==> config.mk <==
export PLATFORM = sky130hd
export DESIGN_NAME = sdram_burst_colgen
export DESIGN_NICKNAME = d
export VERILOG_FILES = /design/src/rtl/colgen_pkg.sv /design/src/rtl/colgen_fsm.sv /design/src/rtl/colgen_addr.sv /design/src/rtl/sdram_burst_colgen.sv
export SDC_FILE = /design/constraint.sdc
export NUM_CORES = 1
export LEC_CHECK = 0
export ABC_AREA = 1
export ABC_CLOCK_PERIOD_IN_PS = 1900
export BUFFER_PORTS_ARGS = -buffer_cell sky130_fd_sc_hd__buf_2
export CORE_UTILIZATION = 55
export DETAILED_ROUTE_END_ITERATION = 8
export GPL_TIMING_DRIVEN = 1
export PLACE_DENSITY = 0.88
export SLEW_MARGIN = 20
export SYNTH_ARGS = -nofsm -noshare
export SYNTH_HDL_FRONTEND = slang
export SYNTH_SLANG_ARGS = --single-unit
==> constraint.sdc <==
create_clock -name clk -period 1.9 [get_ports clk]
set_input_delay 0.38 -clock clk [delete_from_list [all_inputs] [get_ports clk]]
set_output_delay 0.38 -clock clk [all_outputs]
set_load 0.05 [all_outputs]
==> src/rtl/colgen_pkg.sv <==
package colgen_pkg;
    typedef enum logic [1:0] {ST_IDLE, ST_FIXED, ST_PAGE} cg_state_e;

    localparam int IDX_W = 3;

    function automatic logic [IDX_W-1:0] len_mask(input logic [1:0] lg);
        logic [IDX_W-1:0] m;
        m = '0;
        for (int b = 0; b < IDX_W; b++)
            if (b < int'(lg)) m[b] = 1'b1;
        return m;
    endfunction

    function automatic logic [IDX_W-1:0] wrap_low(
        input logic [IDX_W-1:0] base_low,
        input logic [IDX_W-1:0] idx,
        input logic [IDX_W-1:0] mask,
        input logic             ilv
    );
        logic [IDX_W-1:0] v;
        if (ilv) v = base_low ^ idx;
        else     v = base_low + idx;
        return v & mask;
    endfunction
endpackage

==> src/rtl/colgen_fsm.sv <==
module colgen_fsm
    import colgen_pkg::*;
#(
    parameter int IW = IDX_W
) (
    input  logic          clk,
    input  logic          rst_n,
    input  logic          start,
    input  logic          stop,
    input  logic [2:0]    blen_sel,
    output logic          load,
    output logic          adv_fixed,
    output logic          adv_page,
    output logic [IW-1:0] idx,
    output logic [IW-1:0] mask,
    output logic          beat_valid,
    output logic          done
);
    cg_state_e     state_q, state_d;
    logic [IW-1:0] idx_q;
    logic [1:0]    lg_q;
    logic [IW-1:0] mask_new;
    logic          last_hit;

    assign mask_new  = len_mask(blen_sel[1:0]);
    assign mask      = len_mask(lg_q);
    assign idx       = idx_q;
    assign last_hit  = (idx_q == mask);
    assign load      = start;
    assign adv_fixed = !start && !stop && (state_q == ST_FIXED);
    assign adv_page  = !start && !stop && (state_q == ST_PAGE);

    always_comb begin
        state_d = state_q;
        if (start) begin
            if (blen_sel[2])        state_d = ST_PAGE;
            else if (mask_new == 0) state_d = ST_IDLE;
            else                    state_d = ST_FIXED;
        end else begin
            unique case (state_q)
                ST_IDLE:  state_d = ST_IDLE;
                ST_FIXED: state_d = (stop || last_hit) ? ST_IDLE : ST_FIXED;
                ST_PAGE:  state_d = stop ? ST_IDLE : ST_PAGE;
                default:  state_d = ST_IDLE;
            endcase
        end
    end

    always_ff @(posedge clk) begin
        if (!rst_n) state_q <= ST_IDLE;
        else        state_q <= state_d;
    end

    always_ff @(posedge clk) begin
        if (!rst_n) begin
            beat_valid <= 1'b0;
            done       <= 1'b0;
            idx_q      <= '0;
            lg_q       <= '0;
        end else if (start) begin
            beat_valid <= 1'b1;
            done       <= !blen_sel[2] && (mask_new == 0);
            idx_q      <= IW'(1);
            lg_q       <= blen_sel[1:0];
        end else begin
            unique case (state_q)
                ST_IDLE: begin
                    beat_valid <= 1'b0;
                    done       <= 1'b0;
                end
                ST_FIXED: begin
                    beat_valid <= !stop;
                    done       <= !stop && last_hit;
                    idx_q      <= idx_q + IW'(1);
                end
                ST_PAGE: begin
                    beat_valid <= !stop;
                    done       <= stop;
                end
                default: begin
                    beat_valid <= 1'b0;
                    done       <= 1'b0;
                end
            endcase
        end
    end

    // every accepted start yields a beat next cycle
    a_r8_start_beat: assert property (@(posedge clk) disable iff (!rst_n)
        start |=> beat_valid);
    // termination silences the next cycle
    a_r7_stop_ends: assert property (@(posedge clk) disable iff (!rst_n)
        (stop && !start && state_q != ST_IDLE) |=> !beat_valid);
    // final fixed beat carries done
    a_r6_done_last: assert property (@(posedge clk) disable iff (!rst_n)
        (state_q == ST_FIXED && !start && !stop && last_hit) |=> (done && beat_valid));
    // idle stays quiet without start
    a_r9_idle_quiet: assert property (@(posedge clk) disable iff (!rst_n)
        (state_q == ST_IDLE && !start) |=> (!beat_valid && !done));
    // done lasts one cycle unless restarted
    a_r10_done_pulse: assert property (@(posedge clk) disable iff (!rst_n)
        (done && !start) |=> !done);
endmodule

==> src/rtl/colgen_addr.sv <==
module colgen_addr
    import colgen_pkg::*;
#(
    parameter int COL_W = 10,
    parameter int IW    = IDX_W
) (
    input  logic             clk,
    input  logic             rst_n,
    input  logic             load,
    input  logic             adv_fixed,
    input  logic             adv_page,
    input  logic [COL_W-1:0] start_col,
    input  logic             wrap_ilv,
    input  logic [IW-1:0]    idx,
    input  logic [IW-1:0]    mask,
    output logic [COL_W-1:0] col
);
    logic [COL_W-1:0] base_q, col_q, step_col;
    logic             ilv_q;
    logic [IW-1:0]    low;

    assign low      = wrap_low(base_q[IW-1:0], idx, mask, ilv_q);
    assign step_col = {base_q[COL_W-1:IW], (base_q[IW-1:0] & ~mask) | low};
    assign col      = col_q;

    always_ff @(posedge clk) begin
        if (!rst_n) begin
            base_q <= '0;
            col_q  <= '0;
            ilv_q  <= 1'b0;
        end else if (load) begin
            base_q <= start_col;
            col_q  <= start_col;
            ilv_q  <= wrap_ilv;
        end else if (adv_fixed) begin
            col_q  <= step_col;
        end else if (adv_page) begin
            col_q  <= col_q + COL_W'(1);
        end
    end

    // full page steps by one, wrapping at row end
    a_r5_page_step: assert property (@(posedge clk) disable iff (!rst_n)
        adv_page |=> (col == $past(col) + COL_W'(1)));
    // sequential offset from base equals beat index
    a_r3_seq_order: assert property (@(posedge clk) disable iff (!rst_n)
        (adv_fixed && !ilv_q) |=> ((col[COL_W-1:IW] == base_q[COL_W-1:IW]) &&
            (((col[IW-1:0] - base_q[IW-1:0]) & $past(mask)) == $past(idx))));
    // interleaved low bits differ from base by beat index
    a_r4_ilv_order: assert property (@(posedge clk) disable iff (!rst_n)
        (adv_fixed && ilv_q) |=> ((col[COL_W-1:IW] == base_q[COL_W-1:IW]) &&
            ((col[IW-1:0] ^ base_q[IW-1:0]) == $past(idx))));
endmodule

==> src/rtl/sdram_burst_colgen.sv <==
module sdram_burst_colgen
    import colgen_pkg::*;
#(
    parameter int COL_W = 10
) (
    input  logic             clk,
    input  logic             rst_n,
    input  logic             start,
    input  logic [COL_W-1:0] start_col,
    input  logic [2:0]       blen_sel,
    input  logic             wrap_ilv,
    input  logic             stop,
    output logic [COL_W-1:0] col,
    output logic             beat_valid,
    output logic             done
);
    logic          load, adv_fixed, adv_page;
    logic [IDX_W-1:0] idx, mask;

    colgen_fsm #(.IW(IDX_W)) u_fsm (
        .clk(clk), .rst_n(rst_n), .start(start), .stop(stop),
        .blen_sel(blen_sel), .load(load), .adv_fixed(adv_fixed),
        .adv_page(adv_page), .idx(idx), .mask(mask),
        .beat_valid(beat_valid), .done(done)
    );

    colgen_addr #(.COL_W(COL_W), .IW(IDX_W)) u_addr (
        .clk(clk), .rst_n(rst_n), .load(load), .adv_fixed(adv_fixed),
        .adv_page(adv_page), .start_col(start_col), .wrap_ilv(wrap_ilv),
        .idx(idx), .mask(mask), .col(col)
    );

    // quiet right after reset
    a_r1_reset_quiet: assert property (@(posedge clk)
        !rst_n |=> (!beat_valid && !done));
endmodule

Word level (Yosys, flattened, before mapping) --
Index checks and enable logic that the tools add are counted.
Operators by class: mux-type cells 22, equality and inequality tests 3, reductions and logical operators 14, bitwise logic cells 6, $lt $le $gt $ge 6, $add $sub $neg 3
Operators with widths (count):
- $mux 10 | 3
- $mux 1 | 13
- $add 10x1->10 const B | 1
- $lt 1x2->1 const A | 4
- $and 3x3->3 | 2
- $mux 2 | 3
- $logic_and 1x1->1 | 5
- $lt 2x2->1 const A | 2
- $pmux 2 s2 | 1
- $reduce_or 2->1 | 2
- $add 3x1->3 const B | 1
- $add 3x3->3 | 1
- $eq 3x3->1 | 1
- $logic_not 1->1 | 3
- $logic_not 3->1 | 1
- $mux 3 | 1
- $not 3->3 | 1
- $or 3x3->3 | 1
- $reduce_bool 3->1 | 1
- $xor 3x3->3 | 1
- $eq 2x1->1 const B | 1
- $eq 2x2->1 const B | 1
- $pmux 1 s2 | 1
- $reduce_bool 2->1 | 1
- 2 further kinds | 2
Storage, ports and cells: bits of input ports 18, register bits after elaboration 30, logic and storage cells 63, output and inout bits 12

Logic depth before layout (Yosys ltp) --
Gate-level depths: netlist of the first run.
word-level depth 7, depth in mapped cells 9, depth with buffers taken out 9

By module --
A second synthesis of the first run with hierarchy kept.
Unflattened totals: cells, all modules 239, area total of the unflattened synthesis 1666.6 um^2
By module, submodules not included:
- colgen_addr | seq. area each 420.4 um^2, area an instance 1176.1 um^2, instances 1, cells an instance 164
- colgen_fsm | seq. area each 180.2 um^2, area an instance 490.5 um^2, instances 1, cells an instance 75

Least setup slack after synthesis of the first run --
OpenSTA, ideal clock, no wires.
path kind register -> register, start point reg u_addr.col_q[0] (netlist: u_addr.col[0]), end point reg u_addr.col_q[6] (netlist: u_addr.col[6]), data arrival time 1473 ps, library setup time 118 ps, path slack 309 ps, path buffers 0, stages on the path, launching flop included 9, cells stage by stage dfxtp_1 ha_1 nand3_1 nor2_1 nand2_1 nand2_1 nand2_1 nand2_1 a21oi_1
On the way: longest elaborated chain between the ends 4
RTL lines:
- from (decl) | line colgen_addr.sv:18 | logic [COL_W-1:0] base_q, col_q, step_col;
- from (signal assigned) | line colgen_addr.sv:33 | col_q <= start_col;
- from (signal assigned) | line colgen_addr.sv:36 | col_q <= step_col;
- from (signal assigned) | line colgen_addr.sv:38 | col_q <= col_q + COL_W'(1);
- $add 10x1->10 | line colgen_addr.sv:38
- $mux 10 | line colgen_addr.sv:37 | end else if (adv_page) begin
- $mux 10 | line colgen_addr.sv:35 | end else if (adv_fixed) begin
- $mux 10 | line colgen_addr.sv:31 | end else if (load) begin
No other way between the ends. The select of a mux whose other input is x is not followed. A chain may end at the register's enable or synchronous reset.

Final worst setup path of the first run --
start point reg u_fsm.state_q[0], end point reg u_addr.col_q[4] (netlist: u_addr.col[4])
On the way: longest elaborated chain between the ends 4, elaborated cells between the ends (all ways) 7, classes of those cells eq/ne: 2; mux: 2; reduce/logical: 3
RTL lines:
- from (decl) | line colgen_fsm.sv:19 | cg_state_e state_q, state_d;
- from (signal assigned) | line colgen_fsm.sv:51 | else state_q <= state_d;
- $eq 2x1->1 | line colgen_fsm.sv:30 | assign adv_fixed = !start && !stop && (state_q == ST_FIXED);
- $logic_and 1x1->1 | line colgen_fsm.sv:30
- $mux 10 | line colgen_addr.sv:35
- $mux 10 | line colgen_addr.sv:31
Parallel ways exist; a longest one is shown, timed or not.

==> out/metrics.csv, run 1 <==
stage,metric,value,unit
run_status,status,"finished, violations left",
run_status,violations,DRC,
route,routedLengthMet1,1.710,mm
finish,nNetsFinal,298,
critical_path,worstSetupPathType,reg -> reg,
sta,fin_crit_sh,0.8285,
finish,syn2layout_area_growth,15.67,%
clock_tree,clk-insertion-delay-late,350,ps
critical_path,reg2regPathDepth,8,
worst_hold_path,hold_path_depth,3,
critical_path,rrSetupSlack,330,ps
sta,tns,0,ps
critical_path,crit_chain,ha_1 > inv_2 > nor2_8 > inv_2 > nand2_4 > nand2_1 > a21oi_1 > a21oi_1,
route,routed_wl,3.746,mm
clock_tree,cts.path.max_buffers,2,
sta,relSlewSlack,0.7793,
clock_tree,cts.repair.resized,0,
route,via_per_inst,5.374,
worst_hold_path,min_to,u_fsm.lg_q[0],
sta,finalHoldViolCount,0,
power_and_ir_drop,clock_power_share,0.344,
sta,rsz0062_at_grt,no,
synth,ys_types,30,
power_and_ir_drop,sw_frac_of_total,0.3220,
sta,fmax,635.3,MHz
critical_path,cp_max_fo,19,
synth,synth_top_area_cell,dfxtp_1,
route,routed-wl-met2,1.674,mm
power_and_ir_drop,irDropWorstVdd,0.5934,mV
placement,io_buffers,29,
route,vias,1639,
power_and_ir_drop,p_switching,493.9,µW
floorplanning,die_w,56.95,µm
worst_hold_path,min_from,blen_sel[0],
sta,hold_ws,282.2,ps
clock_tree,cts_made_buffers,5,
power_and_ir_drop,p_comb_frac,0.193,
critical_path,required,2130,ps
finish,layout-drive-gt1-share,0.1861,
synth,synth_area_leaders,"dfxtp_1, nand2_1, a21oi_1",
power_and_ir_drop,powerDensity,798.6,nW/µm²
finish,fillCellCount,249,
synth,syn_area_per_cell,6.947,µm²
route,drtIter0Drc,71,
global_routing,antenna_found_initial,0,
global_routing,grt_pass1_wl,6.354,mm
placement,dpl.hpwl,2.754,mm
critical_path,end_kind,register,
clock_tree,cts_setup_buffers,0,
clock_tree,cts_tree,done,
route,drc_errors,4,
floorplanning,initial_utilization,0.5919,
synth,ys_warn_count,0,
global_routing,grt_pass1_vias,1411,
floorplanning,placementRows,19,
route,ant_nets,0,
synth,syn_inst,239,
power_and_ir_drop,power_leakage,0.0009315,µW
synth,syn_nets,264,
sta,drv_slew,0,
route,drtPass1Iterations,6,
critical_path,crit_slowest_cell,dfxtp_1,
finish,mostFrequentLayoutCell,nand2_1,
global_routing,grt_use_total,0.2615,
route,wl_met3,293,µm
clock_tree,clk_pin_slew,100,ps
sta,setup_viol,0,
critical_path,r2r-start,u_fsm.state_q[0],
synth,yosys_register_bits,30,
clock_tree,h-tree-depth,2,
sta,worst_slew_pin_slew,329.0,ps
power_and_ir_drop,seqPwrFrac,0.463,
route,routed.top_layer,met4,
clock_tree,cts.sinks,30,
floorplanning,ioPinCount,30,
sta,finalClockSkew,7.240,ps
sta,fin_crit,1574,ps
power_and_ir_drop,power.internal,1040,µW
placement,gp_congestion,0.8795,
synth,synth_top_area_frac,0.3617,
synth,syn_area,1660,µm²
synth,seq_area_frac_synth,0.3617,
job,cap_violations,0,
clock_tree,clockRootBuffer,clkbuf_4,
critical_path,reg2reg_to,u_addr.col[4],
floorplanning,core_area,2805,µm²
global_routing,overflow,0,
worst_hold_path,hp-class,in -> reg,
floorplanning,fp.dieH,56.95,µm
critical_path,crit_path_start_kind,register,
finish,final_cell_mix,"nand2_1, inv_1, dfxtp_1",
critical_path,critical_path_arrival,1810,ps
critical_path,cp_slowest_stage_delay,370,ps
floorplanning,dieArea,3243,µm²
clock_tree,ctsHoldBuffers,0,
global_routing,grt_max_degree,20,
finish,antenna_cells,0,
route,routedWlPerCell,12.28,µm
-- stage by stage --
| step | total power (µW) | cells | setup WS [ps] | util | cell area, µm² |
|---|---|---|---|---|---|
| finish | 1534 | 305 | 325.8 | 0.6847 | 1921 |
| global route | 1602 | 305 | 155.0 | 0.6847 | 1921 |
| CTS | 1538 | 305 | 345.9 | 0.6847 | 1921 |
| detailed placement | 1019 | 297 | 359.0 | 0.6552 | 1838 |
| global placement | 1013 | 297 | 401.7 | 0.6552 | 1838 |
| floorplan | 936.3 | 239 | 308.6 | - | 1660 |
-- power groups by stage --
stage | Sequential (µW) | Combinational [µW] | Clock (µW)
after CTS | 710 | 296 | 532
final | 711 | 296 | 527
after global placement | 723 | 290 | 0
after detailed placement | 725 | 295 | 0
after floorplan | 784 | 152 | 0
after global routing | 718 | 327 | 558
-- Yosys cell counts --
cell and number:
nor2_1 15, nor2_2 1, o21ai_1 7, nand3b_1 1, o21ai_2 3, clkbuf_1 2, buf_6 1, nand3_1 15
nor3_1 2, ha_1 6, dfxtp_1 30, nand2_4 1, a21oi_4 1, buf_2 1, o21a_1 1, o21ai_0 11
nand4_1 3, xnor2_1 1, o22ai_1 7, inv_1 30, fa_1 1, nor2_8 1, clkbuf_2 1, a21oi_1 28
buf_4 1, xor2_1 4, inv_2 3, nand2_1 59, clkinv_1 1, a31oi_1 1
-- layer usage --
metal  global-route usage  vias to the layer above
met5                    0                        -
met2               0.3866                       53
li1                     -                      855
met1               0.3510                      726
met4               0.1324                        0
met3              0.07256                        5
-- worst max-delay path by stage --
stage / startpoint / to / slack, ps
4_1_cts: u_fsm.state_q[0] / u_addr.col[1] / 350
2_1_floorplan: u_addr.col[0] / u_addr.col[6] / 310
3_5_place_dp: u_fsm.state_q[0] / u_addr.col[1] / 360
5_1_grt: u_fsm.state_q[0] / u_addr.col[4] / 160
6_report: u_fsm.state_q[0] / u_addr.col[4] / 330
3_3_place_gp: u_fsm.idx[0] / u_addr.col[1] / 400
-- area by class of cell --
type	instances	area (µm²)	area share
tap	31	38.79	0.02020
sequential	30	600.6	0.3127
multi-input combinational	169	895.9	0.4664
clock inverter	3	45.04	0.02345
clock buffer	5	37.54	0.01954
inverter	34	127.6	0.06645
timing repair buffer	33	175.2	0.09121
-- sequential cells by signal, summed over array words and instances (netlist names) --
| name | count |
|---|---|
| u_addr.ilv_q | 1 |
| u_addr.col | 10 |
| u_addr.base_q | 10 |
| u_fsm.state_q | 2 |
| u_fsm.done | 1 |
| u_fsm.beat_valid | 1 |
| u_fsm.lg_q | 2 |
| u_fsm.idx | 3 |
-- logic make-up after synthesis --
logic type | after synthesis | synth area share
AO/OA/AOI/OAI | 59 | 0.1989
flip-flops | 30 | 0.3617
XOR/XNOR | 5 | 0.02637
adder cells (fa/ha/maj) | 7 | 0.05727
buffers and inverters | 40 | 0.09871
AND/OR/NAND/NOR | 98 | 0.2570
-- worst max-delay path: cells and delay by family (launching register included) --
family	cells	cell delay, ps
simple gates	3	430
buf+inv	2	170
fa+ha+maj	1	260
flops	1	370
compound gates	2	230
Power figures use the tool's default switching activity.
==> run 2, diff against run 1 <==
--- a/config.mk
+++ b/config.mk
@@ -6,7 +6,7 @@
 export NUM_CORES = 1
 export LEC_CHECK = 0
 export ABC_AREA = 1
-export ABC_CLOCK_PERIOD_IN_PS = 1900
+export ABC_CLOCK_PERIOD_IN_PS = 1500
 export BUFFER_PORTS_ARGS = -buffer_cell sky130_fd_sc_hd__buf_2
 export CORE_UTILIZATION = 55
 export DETAILED_ROUTE_END_ITERATION = 8
==> constraint.sdc (replaced) <==
create_clock -name clk -period 1.5 [get_ports clk]
set_input_delay 0.3 -clock clk [delete_from_list [all_inputs] [get_ports clk]]
set_output_delay 0.3 -clock clk [all_outputs]
set_load 0.05 [all_outputs]
==> run 2 against run 1 <==
  * The flow still finishes with violations (DRC)
  * Non-clock buffer count increased by 6
  * Clock-buffer cell count increased by 2
  * Global-route usage increased by 0.84 points
  * Sequential share of layout area decreased by 0.44 points
  * Worst hold slack got worse by 54 ps
  * Combinational power increased by 35%
  * Via count increased by 3.7%
  * First-iteration DRC count increased by 30%
  * Final cell count increased by 2.0%
==> out/metrics.csv, run 2 (synthesis gave the netlist of run 1 again) <==
stage,metric,value,unit
run_status,status,"finished, violations left",
run_status,violations,DRC,
global_routing,grt_use_total,0.2699,
route,ant_nets,0,
sta,fin_crit,1441,ps
clock_tree,clk-insertion-delay-late,320,ps
clock_tree,cts_made_buffers,5,
floorplanning,core_area,2805,µm²
finish,fillCellCount,237,
power_and_ir_drop,total_power,1803,µW
critical_path,worstSetupPathType,reg -> reg,
floorplanning,fp.dieH,56.95,µm
route,routed_wl,3.999,mm
sta,finalHoldViolCount,0,
critical_path,cp_slowest_stage_delay,480,ps
global_routing,antenna_found_initial,0,
global_routing,grt_pass1_vias,1535,
sta,finalClockSkew,3.602,ps
clock_tree,cts.sinks,30,
clock_tree,h-tree-depth,2,
finish,mostFrequentLayoutCell,nand2_1,
sta,setup_viol,0,
placement,dp_cells,301,
finish,layout-drive-gt1-share,0.2250,
worst_hold_path,hp-class,in -> reg,
finish,finalNonFillerCells,311,
finish,antenna_cells,0,
sta,worst_slew_pin_slew,339.8,ps
clock_tree,cts.path.max_buffers,2,
global_routing,grt_max_degree,20,
finish,syn2layout_area_growth,18.31,%
critical_path,crit_slowest_cell,fa_1,
route,drc_errors,4,
floorplanning,ioPinCount,30,
critical_path,cpMostUsedCell,o21ai_1,
sta,rsz0062_at_grt,yes,
critical_path,path_buf_inv,0,
finish,seq_area,605.6,µm²
sta,drv_slew,0,
sta,relSlewSlack,0.7726,
sta,fin_crit_sh,0.9606,
floorplanning,die_w,56.95,µm
floorplanning,placementRows,19,
route,vias,1699,
finish,multiInputGateArea,912.1,µm²
critical_path,end_kind,register,
floorplanning,initial_utilization,0.5919,
route,drtPass1Iterations,6,
critical_path,crit_chain,ha_1 > fa_1 > o21ai_1 > o21ai_1 > nand2_1 > a21oi_2,
sta,fmax,694.0,MHz
clock_tree,clk_pin_slew,90,ps
route,via_per_inst,5.463,
placement,io_buffers,29,
clock_tree,clockRootBuffer,clkbuf_4,
global_routing,overflow,0,
critical_path,required,1760,ps
job,cap_violations,0,
clock_tree,cts_tree,done,
route,drtIter0Drc,92,
placement,dpl.hpwl,2.841,mm
route,routedWlPerCell,12.86,µm
critical_path,crit_path_start_kind,register,
global_routing,grt_pass1_wl,6.720,mm
power_and_ir_drop,irDropWorstVdd,0.5833,mV
placement,gp_congestion,0.8829,
floorplanning,dieArea,3243,µm²
power_and_ir_drop,power_leakage,0.0009595,µW
finish,nNetsFinal,304,
clock_tree,ctsHoldBuffers,0,
finish,final_cell_mix,"nand2_1, inv_1, buf_2",
power_and_ir_drop,powerDensity,917.7,nW/µm²
critical_path,cp_max_fo,2,
critical_path,path_delay_family,adder cells,
critical_path,critical_path_arrival,1700,ps
[run 2: changes by cell type in the layout (fill, tap and decap cells not counted), sizes merged]
cell / previous run / this run
clkinvlp: 2 / 0
buf: 33 / 39
bufinv: 1 / 0
clkbuf: 5 / 7
clkinv: 1 / 2
[run 2: power breakdown]
group / internal, µW / switching [µW]
registers: 850 / 49.9
logic: 132 / 267
clock network: 227 / 277
[run 2: what timing repair did]
| item | CTS | global route |
|---|---|---|
| resized for setup | 0 | 7 |
| buffers inserted | 0 | 2 |
| endpoints found under the setup margin | 0 | 7 |
[run 2: path summary, 6_finish.rpt]
kind,startpoint,end,slack [ps],depth (start not counted)
setup reg to reg,u_fsm.idx[0],u_addr.col[1],60,6
setup / recovery,u_fsm.idx[0],u_addr.col[1],60,6
hold reg to reg,u_addr.base_q[6],u_addr.base_q[6],470,2
hold / removal,blen_sel[0],u_fsm.lg_q[0],230,3
[run 2: cell type report]
| type | count | area share |
|---|---|---|
| Multi-Input combinational cell | 169 | 0.4643 |
| Sequential cell | 30 | 0.3083 |
| Timing Repair Buffer | 39 | 0.1121 |
| Inverter | 34 | 0.06497 |
| Clock buffer | 7 | 0.02803 |
| Tap cell | 31 | 0.01975 |
| Clock inverter | 1 | 0.002548 |
[run 2: layer usage]
metal,GRT usage,vias to the layer above,wire length (µm)
li1,-,865,-
met1,0.3534,765,1759
met2,0.4218,60,1859
met3,0.07256,9,322
met4,0.1150,0,57
met5,0,-,0
[run 2: metrics by stage]
stage | worst slack (ps) | utilization | hold WS [ps] | area, µm² | TNS, ps
after floorplan | 60.53 | - | 393.0 | 1664 | 0
after global placement | 76.64 | 0.6673 | 452.1 | 1872 | 0
after detailed placement | 35.59 | 0.6673 | 458.1 | 1872 | 0
after CTS | 21.59 | 0.6887 | 230.8 | 1932 | 0
after global routing | -15.91 | 0.7003 | 239.4 | 1964 | -27.07
final | 59.15 | 0.7003 | 228.1 | 1964 | 0
[run 2: worst reg2reg max path, stage by stage (launching register included)]
cell	delay [ps]
dfxtp_2	330
ha_1	190
fa_1	480
o21ai_1	50
o21ai_1	140
nand2_1	70
a21oi_2	110
